$ cat src/rtl/fmtw_pkg.sv
package fmtw_pkg;

    // Byte sequencer phases
    typedef enum logic [2:0] {
        SQ_IDLE,
        SQ_SETUP,
        SQ_STROBE,
        SQ_HOLD,
        SQ_UPDATE
    } sq_state_t;

    // Strobes presented to the synthesizer
    typedef struct packed {
        logic wclk;
        logic fqud;
    } strobe_t;

    // Index width for a count of n items, at least one bit
    function automatic int idx_width(input int n);
        return (n > 1) ? $clog2(n) : 1;
    endfunction

endpackage

$ cat src/rtl/fmtw_word_calc.sv
module fmtw_word_calc #(
    parameter int SAMPLE_W = 16,
    parameter int DEV_W    = 16,
    parameter int WORD_W   = 32
) (
    input  logic [SAMPLE_W-1:0] left,
    input  logic [SAMPLE_W-1:0] right,
    input  logic [WORD_W-1:0]   center,
    input  logic [DEV_W-1:0]    dev,
    output logic [WORD_W-1:0]   word
);
    localparam int SEXT_W = WORD_W - SAMPLE_W;
    localparam int ZEXT_W = WORD_W - DEV_W;

    logic signed [SAMPLE_W-1:0] half_l, half_r, mix;
    logic        [WORD_W-1:0]   mix_ext, dev_ext, prod;

    always_comb begin
        half_l  = $signed(left) >>> 1;
        half_r  = $signed(right) >>> 1;
        mix     = half_l + half_r;
        mix_ext = {{SEXT_W{mix[SAMPLE_W-1]}}, mix};
        dev_ext = {{ZEXT_W{1'b0}}, dev};
        prod    = mix_ext * dev_ext;
        word    = center + prod;
    end
endmodule

$ cat src/rtl/fmtw_hold_slot.sv
module fmtw_hold_slot #(
    parameter int WORD_W = 32
) (
    input  logic              clk,
    input  logic              rst,
    input  logic              wr,
    input  logic [WORD_W-1:0] wr_word,
    input  logic              rd,
    output logic              vld,
    output logic [WORD_W-1:0] word,
    output logic              overrun
);
    always_ff @(posedge clk) begin
        if (rst) begin
            vld     <= 1'b0;
            word    <= '0;
            overrun <= 1'b0;
        end else begin
            if (wr) begin
                word <= wr_word;
                vld  <= 1'b1;
                if (vld && !rd)
                    overrun <= 1'b1;
            end else if (rd) begin
                vld <= 1'b0;
            end
        end
    end
endmodule

$ cat src/rtl/fmtw_byte_seq.sv
module fmtw_byte_seq
    import fmtw_pkg::*;
#(
    parameter int WORD_W = 32,
    parameter int BYTE_W = 8
) (
    input  logic              clk,
    input  logic              rst,
    input  logic              load,
    input  logic [WORD_W-1:0] load_word,
    output logic              ready,
    output logic              busy,
    output logic [BYTE_W-1:0] data,
    output strobe_t           strb
);
    localparam int NBYTES = WORD_W / BYTE_W;
    localparam int IDX_W  = idx_width(NBYTES);
    localparam logic [IDX_W-1:0] LAST_IDX = IDX_W'(NBYTES - 1);

    sq_state_t         state;
    logic [WORD_W-1:0] shreg;
    logic [IDX_W-1:0]  idx;

    always_ff @(posedge clk) begin
        if (rst) begin
            state <= SQ_IDLE;
            shreg <= '0;
            idx   <= '0;
        end else begin
            case (state)
                SQ_IDLE, SQ_UPDATE: begin
                    if (load) begin
                        shreg <= load_word;
                        idx   <= '0;
                        state <= SQ_SETUP;
                    end else begin
                        state <= SQ_IDLE;
                    end
                end
                SQ_SETUP:  state <= SQ_STROBE;
                SQ_STROBE: state <= SQ_HOLD;
                SQ_HOLD: begin
                    if (idx == LAST_IDX) begin
                        state <= SQ_UPDATE;
                    end else begin
                        idx   <= idx + 1'b1;
                        shreg <= shreg << BYTE_W;
                        state <= SQ_SETUP;
                    end
                end
                default: state <= SQ_IDLE;
            endcase
        end
    end

    always_comb begin
        ready     = (state == SQ_IDLE) || (state == SQ_UPDATE);
        busy      = (state != SQ_IDLE);
        data      = shreg[WORD_W-1 -: BYTE_W];
        strb.wclk = (state == SQ_STROBE);
        strb.fqud = (state == SQ_UPDATE);
    end
endmodule

$ cat src/rtl/fmtw_gen.sv
module fmtw_gen
    import fmtw_pkg::*;
#(
    parameter int SAMPLE_W = 16,
    parameter int DEV_W    = 16,
    parameter int WORD_W   = 32,
    parameter int BYTE_W   = 8
) (
    input  logic                clk,
    input  logic                rst,
    input  logic                smp_valid,
    input  logic [SAMPLE_W-1:0] smp_left,
    input  logic [SAMPLE_W-1:0] smp_right,
    input  logic [WORD_W-1:0]   center_word,
    input  logic [DEV_W-1:0]    deviation,
    output logic [BYTE_W-1:0]   syn_data,
    output logic                syn_wclk,
    output logic                syn_fqud,
    output logic                busy,
    output logic                overrun
);
    logic [WORD_W-1:0] new_word, slot_word, seq_word;
    logic              slot_vld, seq_ready, seq_load;
    logic              direct, slot_wr, slot_rd;
    strobe_t           strb;

    fmtw_word_calc #(
        .SAMPLE_W(SAMPLE_W), .DEV_W(DEV_W), .WORD_W(WORD_W)
    ) calc_i (
        .left(smp_left), .right(smp_right),
        .center(center_word), .dev(deviation),
        .word(new_word)
    );

    // Waiting sample has priority; a new one goes straight through only
    // when nothing waits and the sequencer can take a word.
    always_comb begin
        direct   = smp_valid && seq_ready && !slot_vld;
        slot_wr  = smp_valid && !direct;
        slot_rd  = seq_ready && slot_vld;
        seq_load = direct || slot_rd;
        seq_word = slot_vld ? slot_word : new_word;
    end

    fmtw_hold_slot #(.WORD_W(WORD_W)) slot_i (
        .clk(clk), .rst(rst),
        .wr(slot_wr), .wr_word(new_word), .rd(slot_rd),
        .vld(slot_vld), .word(slot_word), .overrun(overrun)
    );

    fmtw_byte_seq #(.WORD_W(WORD_W), .BYTE_W(BYTE_W)) seq_i (
        .clk(clk), .rst(rst),
        .load(seq_load), .load_word(seq_word),
        .ready(seq_ready), .busy(busy),
        .data(syn_data), .strb(strb)
    );

    assign syn_wclk = strb.wclk;
    assign syn_fqud = strb.fqud;
endmodule

$ cat config.mk
export PLATFORM = sky130hd
export DESIGN_NAME = fmtw_gen
export DESIGN_NICKNAME = d
export VERILOG_FILES = /design/src/rtl/fmtw_pkg.sv /design/src/rtl/fmtw_word_calc.sv /design/src/rtl/fmtw_hold_slot.sv /design/src/rtl/fmtw_byte_seq.sv /design/src/rtl/fmtw_gen.sv
export SDC_FILE = /design/constraint.sdc
export NUM_CORES = 1
export LEC_CHECK = 0
export ABC_AREA = 1
export BUFFER_PORTS_ARGS = -buffer_cell sky130_fd_sc_hd__buf_2
export CORE_UTILIZATION = 50
export CTS_BUF_LIST = sky130_fd_sc_hd__clkbuf_8
export DETAILED_ROUTE_END_ITERATION = 7
export PLACE_DENSITY_LB_ADDON = 0.3
export SLEW_MARGIN = 20
export SYNTH_ARGS = -nofsm -noshare
export SYNTH_HDL_FRONTEND = slang
export SYNTH_SLANG_ARGS = --single-unit
$ cat constraint.sdc
create_clock -name clk -period 6.8 [get_ports clk]
set_input_delay 0.68 -clock clk [delete_from_list [all_inputs] [get_ports clk]]
set_output_delay 0.68 -clock clk [all_outputs]
set_load 0.005 [all_outputs]
# Word level (Yosys, flattened, before mapping)
# Index checks and enable logic that the tools add are counted.
# word_totals
memories,0
reg_bits,71
latchBits,0
ramBits,0
rom_bits,0
# classes
magnitude_cmp,0
n_reduce_logical,17
div,0
muxes,12
n_eq_ne,7
add_sub_neg,3
multipliers,1
n_bitwise,0
shift,0
# op_table
cell,count
$mux 32,3
$pmux 32 s2,1
$add 32x32->32,1
$mul 16x17->32,1
$add 15x15->16,1
$pmux 3 s4,1
$eq 3x2->1 const B,2
$logic_and 1x1->1,5
$mux 2,2
$pmux 2 s2,1
$reduce_bool 2->1,2
$eq 3x1->1 const B,1
$eq 3x3->1 const B,1
$logic_not 1->1,3
$logic_not 3->1,1
$mux 1,3
$mux 3,1
$reduce_and 3->1,1
$reduce_bool 3->1,1
$add 2x1->2 const B,1
$eq 2x2->1 const B,1
$logic_or 1x1->1,2
$ne 2x1->1 const B,1
$ne 2x2->1 const B,1
2 further kinds,2

# Logic depth before layout (Yosys ltp)
# Gate-level depths: netlist of run 1.
# logic_depth
depth_word,7
depth_mapped,38

# Modules after synthesis
# A second synthesis of run 1 with hierarchy kept.
# hier_totals
hier_cells,2019
area_unflattened_um2,14697.8
# modules_own_cells
mod,area_per_inst_um2,instances,seq_area_each_um2,cells_per_inst
fmtw_word_calc,10859.2,1,0.0,1451
fmtw_byte_seq,2044.5,1,740.7,310
fmtw_hold_slot,1318.8,1,680.7,148
fmtw_gen,475.5,1,0.0,110

# Worst setup path before layout of run 1
# No wires, ideal clock.
# synth_timing
path_type,input -> register
start,input smp_left[1]
end,register seq_i.shreg[17]
path_slack_ns,0.218
stages,30
t_required_ns,6.730
setup_time_ns,0.070
arrival_ns,6.512
path_cell_list,ha_1 fa_1 a21o_1 nand2_1 nand2_1 a21oi_1 or2_2 buf_2 nand3_1 fa_1 inv_1 fa_1 inv_1 fa_1 inv_1 fa_1 fa_1 inv_1 fa_1 inv_1 ha_1 nand2_1 inv_1 nand2_1 nor3_1 a21oi_1 or2_2 nand3_1 nand2_1 a21oi_1
# synth_between
elab_chain_cells,6
# synth_rtl
item,line,text
start: declaration,fmtw_gen.sv:12,"input logic [SAMPLE_W-1:0] smp_left,"
$add 15x15->16,fmtw_word_calc.sv:21,mix = half_l + half_r;
$mul 16x17->32,fmtw_word_calc.sv:24,prod = mix_ext * dev_ext;
$add 32x32->32,fmtw_word_calc.sv:25,word = center + prod;
$mux 32,fmtw_gen.sv:42,seq_word = slot_vld ? slot_word : new_word;
$mux 32,fmtw_byte_seq.sv:32,if (load) begin
$pmux 32 s2,fmtw_byte_seq.sv:30,case (state)
end signal: assignment,fmtw_byte_seq.sv:33,shreg <= load_word;
end signal: assignment,fmtw_byte_seq.sv:47,shreg <= shreg << BYTE_W;
end: declaration,fmtw_byte_seq.sv:21,logic [WORD_W-1:0] shreg;
# No other way between the ends. The select of a mux whose other input is x is not followed.
# A chain may end at the register's enable or synchronous reset.

# Worst setup path after layout of run 1
# layout_timing
start,input smp_right[7]
end,register seq_i.shreg[29]
# layout_between
elab_chain_cells,6
# layout_rtl
item,line,text
start: declaration,fmtw_gen.sv:13,"input logic [SAMPLE_W-1:0] smp_right,"
$add 15x15->16,fmtw_word_calc.sv:21,
$mul 16x17->32,fmtw_word_calc.sv:24,
$add 32x32->32,fmtw_word_calc.sv:25,
$mux 32,fmtw_gen.sv:42,
$mux 32,fmtw_byte_seq.sv:32,
$pmux 32 s2,fmtw_byte_seq.sv:30,
# No other way between the ends. The select of a mux whose other input is x is not followed.

==> summary.md, run 1 <==
| Metric | Value |
|---|---|
| Post-layout nets | 2519 |
| Post-Synthesis Cells | 1854 |
| Post-synthesis instance area | 13900 µm² |
| Yosys warning count | 0 |
| Crit path launch type | input pin |
| CP max FO | 7 |
| Via count | 12.9k |
| Root buf cell | clkbuf_8 |
| Most frequent cell after synthesis | inv_1 |
| Critical Path RT | 7.04 ns |
| Inserted Diodes | 0 |
| Fraction of layout cells with a size suffix above 1 | 0.253 |
| Die height | 169 µm |
| Die area | 28400 µm² |
| Critical path's top delay family | adder cells |
| Worst Setup EP | seq_i.shreg[29]$_SDFFE_PP0P_ |
| CTS tree | yes |
| Slew HR | 0.608 |
| Post-Syn Nets | 2293 |
| Max clock buf depth | 2 |
| RD Place Congestion | 0.931 |
| Status | finished clean |
| Tcrit/Tclk final | 0.986 |
| Flops & latches, synth | 71 |
| Final HPWL DP | 32000 µm |
| Multi-input logic area | 11500 µm² |
| FF-to-FF path depth | 8 |
| DRC Markers | 0 |
| Crit path from | smp_right[7] |
| Filler Cells Inserted | 2343 |
| Cts hold-fix bufs | 0 |
| Core Area | 27100 µm² |
| Top post-synthesis cells by count | 451 x inv_1, 336 x nand2_1, 226 x fa_1 |
| Min cycle time layout | 6.70 ns |
| Sequential cell area | 1420 µm² |
| Setup crit end kind | flop |
| Gr ovfl total | 0 |
| First-pass GRT wire length | 64500 µm |
| Drt first pass iters | 5 |
| Post-Route WL | 40100 µm |
| Crit Path Category | input pin to flop |
| GRT Total Usage | 0.287 |
| Worst EP arrival | 6.94 ns |
| IO Pins | 95 |
| Final setup violation count | 0 |
| Post-synthesis sequential area ratio | 0.102 |
| Die X | 169 µm |
| Top cell type's share of synthesized area | 0.326 |
| Clock buffer count from CTS | 9 |
| Slowest cell on crit path | fa_1 |
| Worst r2r src | slot_i.vld$_SDFFE_PP0P_ |
| Largest net degree at the start of global routing | 58 |
| Final Hold Fails | 0 |
| Row count | 60 |
| Reg-to-reg slack, setup | 4.24 ns |
| Worst-path clk slew | 0.07 ns |
| Clk sinks | 71 |
| Post-synth EDFFs | 0 |
| Fin Clk Skew | 0.00690 ns |
| Worst path bufs/invs | 8 |
| Least-Margin Pin Slew | 0.588 ns |
| Initial core utilization | 0.512 |
| Initial DRC count | 961 |
| WL/cell | 16.3 µm |
| Critical path's largest stage delay | 0.57 ns |
| Count of different cell masters after synthesis | 42 |
| Critical path depth | 33 |
| Top cells by area, synth | fa_1 33%, inv_1 12%, ha_1 12% |
| RSZ-0062 raised after global routing | yes |
| Highest Clock Rate | 149 MHz |
| R2r endpoint | seq_i.idx[0]$_SDFFE_PP0P_ |
| Initial antenna violation count | 0 |
| Max-cap violation count | 0 |
| Input/output buffers | 92 |
| Routed Antenna Nets | 0 |
| Hold WC Path Type | flop to flop |
| Later-pin clock latency in the skew report | 0.35 ns |
| Vias in the first global route | 13.1k |
| Worst slack, placed | -0.544 ns |
| Cell taking the most area after synthesis | fa_1 |
| Prevailing post-synth register cell | dfxtp_1 |
| Max-slew violation count | 0 |
| Final worst slack | 0.0984 ns |
| Area grow syn2layout | 25.2% |
| Ys async rst share | 0 |
| Vias per cell | 5.25 |
| H-tree depth | 3 |
| Crit-path most repeated cell | fa_1 |
| Syn_area_per_cell | 7.48 µm² |
==> how the worst min path moves through the flow <==
stage | to | startpoint | cells after the start | slack, ns
after CTS | slot_i.word[5]$_SDFFE_PP0P_ | slot_i.word[5]$_SDFFE_PP0P_ | 2 | 0.46
after floorplan | slot_i.word[5]$_SDFFE_PP0P_ | slot_i.word[5]$_SDFFE_PP0P_ | 2 | 0.43
after global placement | slot_i.word[5]$_SDFFE_PP0P_ | slot_i.word[5]$_SDFFE_PP0P_ | 2 | 0.44
after detailed placement | slot_i.word[5]$_SDFFE_PP0P_ | slot_i.word[5]$_SDFFE_PP0P_ | 2 | 0.45
after global routing | slot_i.overrun$_SDFFE_PP0P_ | slot_i.overrun$_SDFFE_PP0P_ | 1 | 0.48
final | slot_i.word[5]$_SDFFE_PP0P_ | slot_i.word[5]$_SDFFE_PP0P_ | 2 | 0.47
==> cells in the final DEF (no fill, tap or decap), types with 45 or more instances in the layout <==
master / netlist / routed
inv_1: 451 / 432
fa_1: 226 / 223
buf_4: 10 / 171
buf_2: 7 / 84
a21oi_1: 117 / 82
nor2_1: 162 / 134
nand3_1: 84 / 70
nand2_1: 336 / 296
o21ai_0: 57 / 45
ha_1: 130 / 105
dfxtp_1: 71 / 71
==> metal layers <==
metal  GRT usage  part of all wire  up-vias
met2       0.471              0.48      499
met5           0                 0        -
met1       0.393              0.42     6278
met3      0.0426             0.079       67
met4      0.0881             0.028        0
li1            -                 -     6055
==> area by class of cell <==
class | count | share of cell area
clock buffer | 12 | 0.00951
timing repair buffer | 281 | 0.118
multi-input combinational | 1258 | 0.661
tap | 372 | 0.0268
sequential | 71 | 0.0819
clock inverter | 4 | 0.00252
inverter | 459 | 0.100
==> timing repair <==
action	4_1_cts	5_1_grt
setup endpoints to repair	34	41
cloned	0	1
endpoints found under the hold margin	0	0
setup buffers	0	17
resized for setup	15	261
pin swaps	1	91
==> worst reg2reg max path, delay by kind of cell (launching register included) <==
kind,cells,cell delay [ns]
flip-flops,1,0.67
buffers and inverters,4,1.05
AND/OR/NAND/NOR,1,0.08
AO/OA/AOI/OAI,3,0.66
==> registers in the layout (all words and copies together) (netlist names) <==
register	cells
slot_i.vld	1
slot_i.word	32
seq_i.idx	2
seq_i.shreg	32
seq_i.state	3
slot_i.overrun	1
==> metrics by stage <==
stage               hold WS [ns]  utilization  instances  setup TNS (ns)  instance area, µm²
CTS                        0.464        0.594       2439               0               16100
global route               0.484        0.641       2457           -3.12               17400
global placement           0.441        0.584       2423          -14.69               15800
detailed placement         0.452        0.584       2423          -18.32               15800
finish                     0.470        0.641       2457               0               17400
floorplan                  0.430            -       1854               0               13900
==> kinds of logic after synthesis <==
kind of cell    Yosys count  share of synthesized area
xor+xnor                 18                     0.0133
compound gates          237                     0.0981
buf+inv                 526                      0.148
simple gates            646                      0.195
flops                    71                      0.102
fa+ha+maj               356                      0.443
Power of run 1 is left out: the tool's default activity adds up to more than one toggle a clock period on the data nets, which glitch-free logic cannot reach.
==> run 2: changes to the inputs <==
REMOVE_ABC_BUFFERS = 1   (was default)
==> run 2 against run 1 <==
Net effect: clock skew is 0.0065 ns higher; global-route usage down 0.23 points; non-clock buffer count fell by 11; fmax is 0.98% lower; first-iteration DRC count fell by 27%; critical path depth is 2 higher; critical endpoint is now seq_i.shreg[27]$_SDFFE_PP0P_; highest routed layer unchanged.
==> summary.md, run 2 (synthesis gave the netlist of run 1 again) <==
| Metric | Value |
|---|---|
| Worst Setup EP | seq_i.shreg[27]$_SDFFE_PP0P_ |
| DRC Markers | 0 |
| H-tree depth | 3 |
| Via count | 12.7k |
| Hold WC Path Type | flop to flop |
| Final Hold Fails | 0 |
| Area grow syn2layout | 23.5% |
| Critical path depth | 35 |
| Post-layout nets | 2507 |
| Clock buffer count from CTS | 9 |
| RD Place Congestion | 0.946 |
| Gr ovfl total | 0 |
| R2r endpoint | seq_i.idx[0]$_SDFFE_PP0P_ |
| Fraction of layout cells with a size suffix above 1 | 0.247 |
| Root buf cell | clkbuf_8 |
| IO Pins | 95 |
| Worst-path clk slew | 0.09 ns |
| Post-Route WL | 39400 µm |
| Most frequent cells in the layout | 427 x inv_1, 289 x nand2_1, 220 x fa_1, 160 x buf_4, 138 x nor2_1 |
| Row count | 60 |
| Tcrit/Tclk final | 0.995 |
| Final setup violation count | 0 |
| First-pass GRT wire length | 63700 µm |
| DR top layer | met4 |
| Vias in the first global route | 12.9k |
| Crit-path most repeated cell | fa_1 |
| Crit path from | smp_right[5] |
| M1 WL | 17000 µm |
| Worst path bufs/invs | 9 |
| Input/output buffers | 92 |
| Clk sinks | 71 |
| CTS tree | yes |
| Least-Margin Pin Slew | 0.585 ns |
| Finished Cell Area | 17100 µm² |
| Largest net degree at the start of global routing | 58 |
| Reg-to-reg slack, setup | 4.12 ns |
| WL/cell | 16.1 µm |
| Final worst slack | 0.0323 ns |
| Wire length on met3 | 2540 µm |
| Max clock buf depth | 2 |
| Critical path's top delay family | adder cells |
| Biggest regs | seq_i.shreg (32), slot_i.word (32), seq_i.state (3) |
| Max-slew violation count | 0 |
| Most common cell after layout, fill and taps aside | inv_1 |
| GRT Total Usage | 0.285 |
| Crit path launch type | input pin |
| Routed Antenna Nets | 0 |
| Post-Place Cell Area | 15700 µm² |
| Slowest cell on crit path | fa_1 |
| Wire length on met2 | 18600 µm |
| Critical Path RT | 7.10 ns |
| Die area | 28400 µm² |
| Die X | 169 µm |
| Drt first pass iters | 5 |
| Vias per cell | 5.19 |
| Crit Path Category | input pin to flop |
| Initial core utilization | 0.512 |
| Initial DRC count | 705 |
| Min cycle time layout | 6.77 ns |
| Inserted Diodes | 0 |
| FF-to-FF path depth | 10 |
| Critical path's largest stage delay | 0.54 ns |
| Hold Startpoint | slot_i.word[5]$_SDFFE_PP0P_ |
| Worst r2r src | seq_i.state[1]$_SDFF_PP0_ |
| Worst EP arrival | 7.06 ns |
| Die height | 169 µm |
| Fin Clk Skew | 0.0134 ns |
| Core Area | 27100 µm² |
| Later-pin clock latency in the skew report | 0.37 ns |
| Worst slack, placed | -0.513 ns |
| RSZ-0062 raised after global routing | yes |
| Highest Clock Rate | 148 MHz |
| Initial antenna violation count | 0 |
| Final HPWL DP | 31900 µm |
| Max-cap violation count | 0 |
| Setup crit end kind | flop |
| CP max FO | 4 |
| Slew HR | 0.610 |
| Cts hold-fix bufs | 0 |
| Status | finished clean |
[run 2: cell count changes in the layout (fill, tap and decap cells not counted), sizes merged]
cell | previous run | this run
inv | 455 | 458
clkbuf | 12 | 9
buf | 281 | 270
xor2 | 10 | 9
clkinv | 6 | 3
clkinvlp | 1 | 4
[run 2: what timing repair did]
action                     in CTS  in global routing
setup buffers                   1                 22
gates cloned                    0                  0
setup endpoints to repair      28                 42
resized for setup              24                236
hold endpoints to repair        0                  0
pin swaps                       5                120
[run 2: metal layers]
| metal | GRT usage | up-vias |
|---|---|---|
| met4 | 0.100 | 0 |
| met5 | 0 | - |
| met3 | 0.0458 | 84 |
| met2 | 0.473 | 384 |
| li1 | - | 6029 |
| met1 | 0.377 | 6182 |
[run 2: through the flow]
| step | utilization | TNS (ns) | hold slack [ns] | cells |
|---|---|---|---|---|
| detailed placement | 0.580 | -16.16 | 0.449 | 2408 |
| CTS | 0.593 | 0 | 0.462 | 2425 |
| global route | 0.632 | -4.23 | 0.484 | 2445 |
| global placement | 0.580 | -12.18 | 0.439 | 2408 |
| finish | 0.632 | 0 | 0.463 | 2445 |
| floorplan | - | 0 | 0.432 | 1787 |
[run 2: worst register-to-register path, delay by kind of cell, from the launching register on]
kind | cells | cell delay [ns]
buf+inv | 4 | 1.45
flops | 1 | 0.36
simple gates | 4 | 0.46
compound gates | 2 | 0.30
[run 2: how the worst min path moves through the flow]
stage,to,slack [ns],depth (start not counted)
finish,slot_i.word[5]$_SDFFE_PP0P_,0.46,2
global route,slot_i.overrun$_SDFFE_PP0P_,0.48,1
CTS,slot_i.word[5]$_SDFFE_PP0P_,0.46,2
detailed placement,slot_i.word[5]$_SDFFE_PP0P_,0.45,2
global placement,slot_i.word[5]$_SDFFE_PP0P_,0.44,2
floorplan,slot_i.word[5]$_SDFFE_PP0P_,0.43,2
[run 2: area by class of cell]
cell class	instances	area (µm²)
Sequential cell	71	1420
Timing Repair Buffer	270	1940
Fill cell	2365	9970
Inverter	459	1740
Clock inverter	7	78.8
Multi-Input combinational cell	1257	11400
Tap cell	372	465
Clock buffer	9	124
Power of run 2 is left out for the same reason.
==> run 3: changes to the inputs <==
BUFFER_PORTS_ARGS = default   (was -buffer_cell sky130_fd_sc_hd__buf_2)
DONT_BUFFER_PORTS = 1   (was default)
REMOVE_ABC_BUFFERS = default   (was 1)
==> run 3 against run 2 <==
Net effect: cell area is 4.8% lower; critical path depth down 8; worst setup slack gained 0.13 ns; register-to-register slack gained 0.12 ns.
==> summary.md, run 3 (synthesis gave the netlist of run 1 again) <==
| Metric | Value |
|---|---|
| IO Pins | 95 |
| Setup crit end kind | flop |
| Post-layout nets | 2406 |
| Input/output buffers | 0 |
| H-tree depth | 3 |
| R2r endpoint | seq_i.idx[0]$_SDFFE_PP0P_ |
| Critical path's largest stage delay | 0.57 ns |
| Post-Route WL | 38500 µm |
| Area grow syn2layout | 17.6% |
| Max-cap violation count | 0 |
| Vias in the first global route | 12.7k |
| FF-to-FF path depth | 8 |
| Highest Clock Rate | 151 MHz |
| Biggest regs | seq_i.shreg (32), slot_i.word (32), seq_i.state (3) |
| Reg-to-reg slack, setup | 4.24 ns |
| Slew HR | 0.603 |
| DRC Markers | 0 |
| RSZ-0062 raised after global routing | yes |
| Cts hold-fix bufs | 0 |
| Die X | 169 µm |
| Worst slack, placed | -0.450 ns |
| GRT Total Usage | 0.283 |
| Crit-path most repeated cell | fa_1 |
| Inserted Diodes | 0 |
| Critical Path RT | 7.04 ns |
| Row count | 60 |
| Crit Path Category | input pin to flop |
| Critical path's top delay family | adder cells |
| Later-pin clock latency in the skew report | 0.36 ns |
| First-pass GRT wire length | 63200 µm |
| Worst hold endpoint | slot_i.vld$_SDFFE_PP0P_ |
| Final HPWL DP | 31400 µm |
| Root buf cell | clkbuf_8 |
| Die height | 169 µm |
| Worst-path clk slew | 0.08 ns |
| Drt first pass iters | 5 |
| Final setup violation count | 0 |
| Final Hold Fails | 0 |
| Initial antenna violation count | 1 |
| Hold Startpoint | rst |
| Fin Setup TNS | 0 ns |
| Worst r2r src | slot_i.vld$_SDFFE_PP0P_ |
| Die area | 28400 µm² |
| Via count | 12.2k |
| RD Place Congestion | 0.925 |
| Clk sinks | 71 |
| Gr ovfl total | 0 |
| Status | finished clean |
| Slowest cell on crit path | fa_1 |
| Routed Antenna Nets | 0 |
| Worst EP arrival | 6.88 ns |
| CP max FO | 4 |
| Worst path bufs/invs | 6 |
| Initial core utilization | 0.512 |
| Largest net degree at the start of global routing | 58 |
| Hold path depth | 1 |
| Most common cell after layout, fill and taps aside | inv_1 |
| WL/cell | 16.4 µm |
| Least-Margin Pin Slew | 0.595 ns |
| Tcrit/Tclk final | 0.975 |
| Max-slew violation count | 0 |
| Most frequent cells in the layout | 445 x inv_1, 305 x nand2_1, 224 x fa_1, 160 x buf_4, 142 x nor2_1 |
| CTS tree | yes |
| Final worst slack | 0.167 ns |
| Fraction of layout cells with a size suffix above 1 | 0.183 |
| Hold WC Path Type | input pin to flop |
| Max clock buf depth | 2 |
| Core Area | 27100 µm² |
| Clock buffer count from CTS | 9 |
| Fin Clk Skew | 0.00930 ns |
| Min cycle time layout | 6.63 ns |
| Crit path launch type | input pin |
| Vias per cell | 5.23 |
| Initial DRC count | 877 |
run 3: worst max path at each step:
stage / start / endpoint / slack (ns) / cells after the start
6_report: smp_left[1] / seq_i.shreg[26]$_SDFFE_PP0P_ / 0.17 / 27
5_1_grt: smp_left[9] / seq_i.shreg[30]$_SDFFE_PP0P_ / -0.13 / 32
4_1_cts: smp_left[1] / seq_i.shreg[25]$_SDFFE_PP0P_ / 0.02 / 29
3_5_place_dp: smp_left[1] / seq_i.shreg[27]$_SDFFE_PP0P_ / -0.45 / 28
3_3_place_gp: smp_left[1] / seq_i.shreg[27]$_SDFFE_PP0P_ / -0.44 / 28
2_1_floorplan: smp_left[1] / seq_i.shreg[17]$_SDFFE_PP0P_ / 0.22 / 30
run 3: metal layers:
| layer | vias up | track usage | share of wire |
|---|---|---|---|
| met5 | - | 0 | 0.00042 |
| met4 | 2 | 0.0806 | 0.027 |
| met3 | 70 | 0.0463 | 0.073 |
| met2 | 423 | 0.460 | 0.46 |
| met1 | 5931 | 0.389 | 0.44 |
| li1 | 5823 | - | - |
run 3: what timing repair did:
item                                    4_1_cts  5_1_grt
endpoints found under the setup margin       26       40
pin swaps                                     0       59
setup buffers                                 0        9
gates resized for setup                       4      180
cloned                                        0        0
hold endpoints to repair                      0        0
run 3: through the flow:
step	hold WS [ns]	util	cells	cell area, µm²
finish	0.377	0.602	2344	16300
global route	0.361	0.602	2344	16300
CTS	0.361	0.571	2335	15500
detailed placement	0.451	0.563	2319	15200
global placement	0.441	0.563	2319	15200
floorplan	0.430	-	1854	13900
run 3: layout make-up:
type                            count  area, µm²
Clock buffer                       11        151
Clock inverter                      5       72.6
Fill cell                        2481      10800
Inverter                          459       1740
Multi-Input combinational cell   1257      11100
Sequential cell                    71       1420
Tap cell                          372        465
Timing Repair Buffer              169       1320
run 3: worst register-to-register path, delay by kind of cell, from the launching register on:
kind                   cells  cell delay, ns
AO/OA/AOI/OAI              3            0.64
buffers and inverters      4            1.05
flip-flops                 1            0.69
AND/OR/NAND/NOR            1            0.07
Power of run 3 is left out for the same reason.
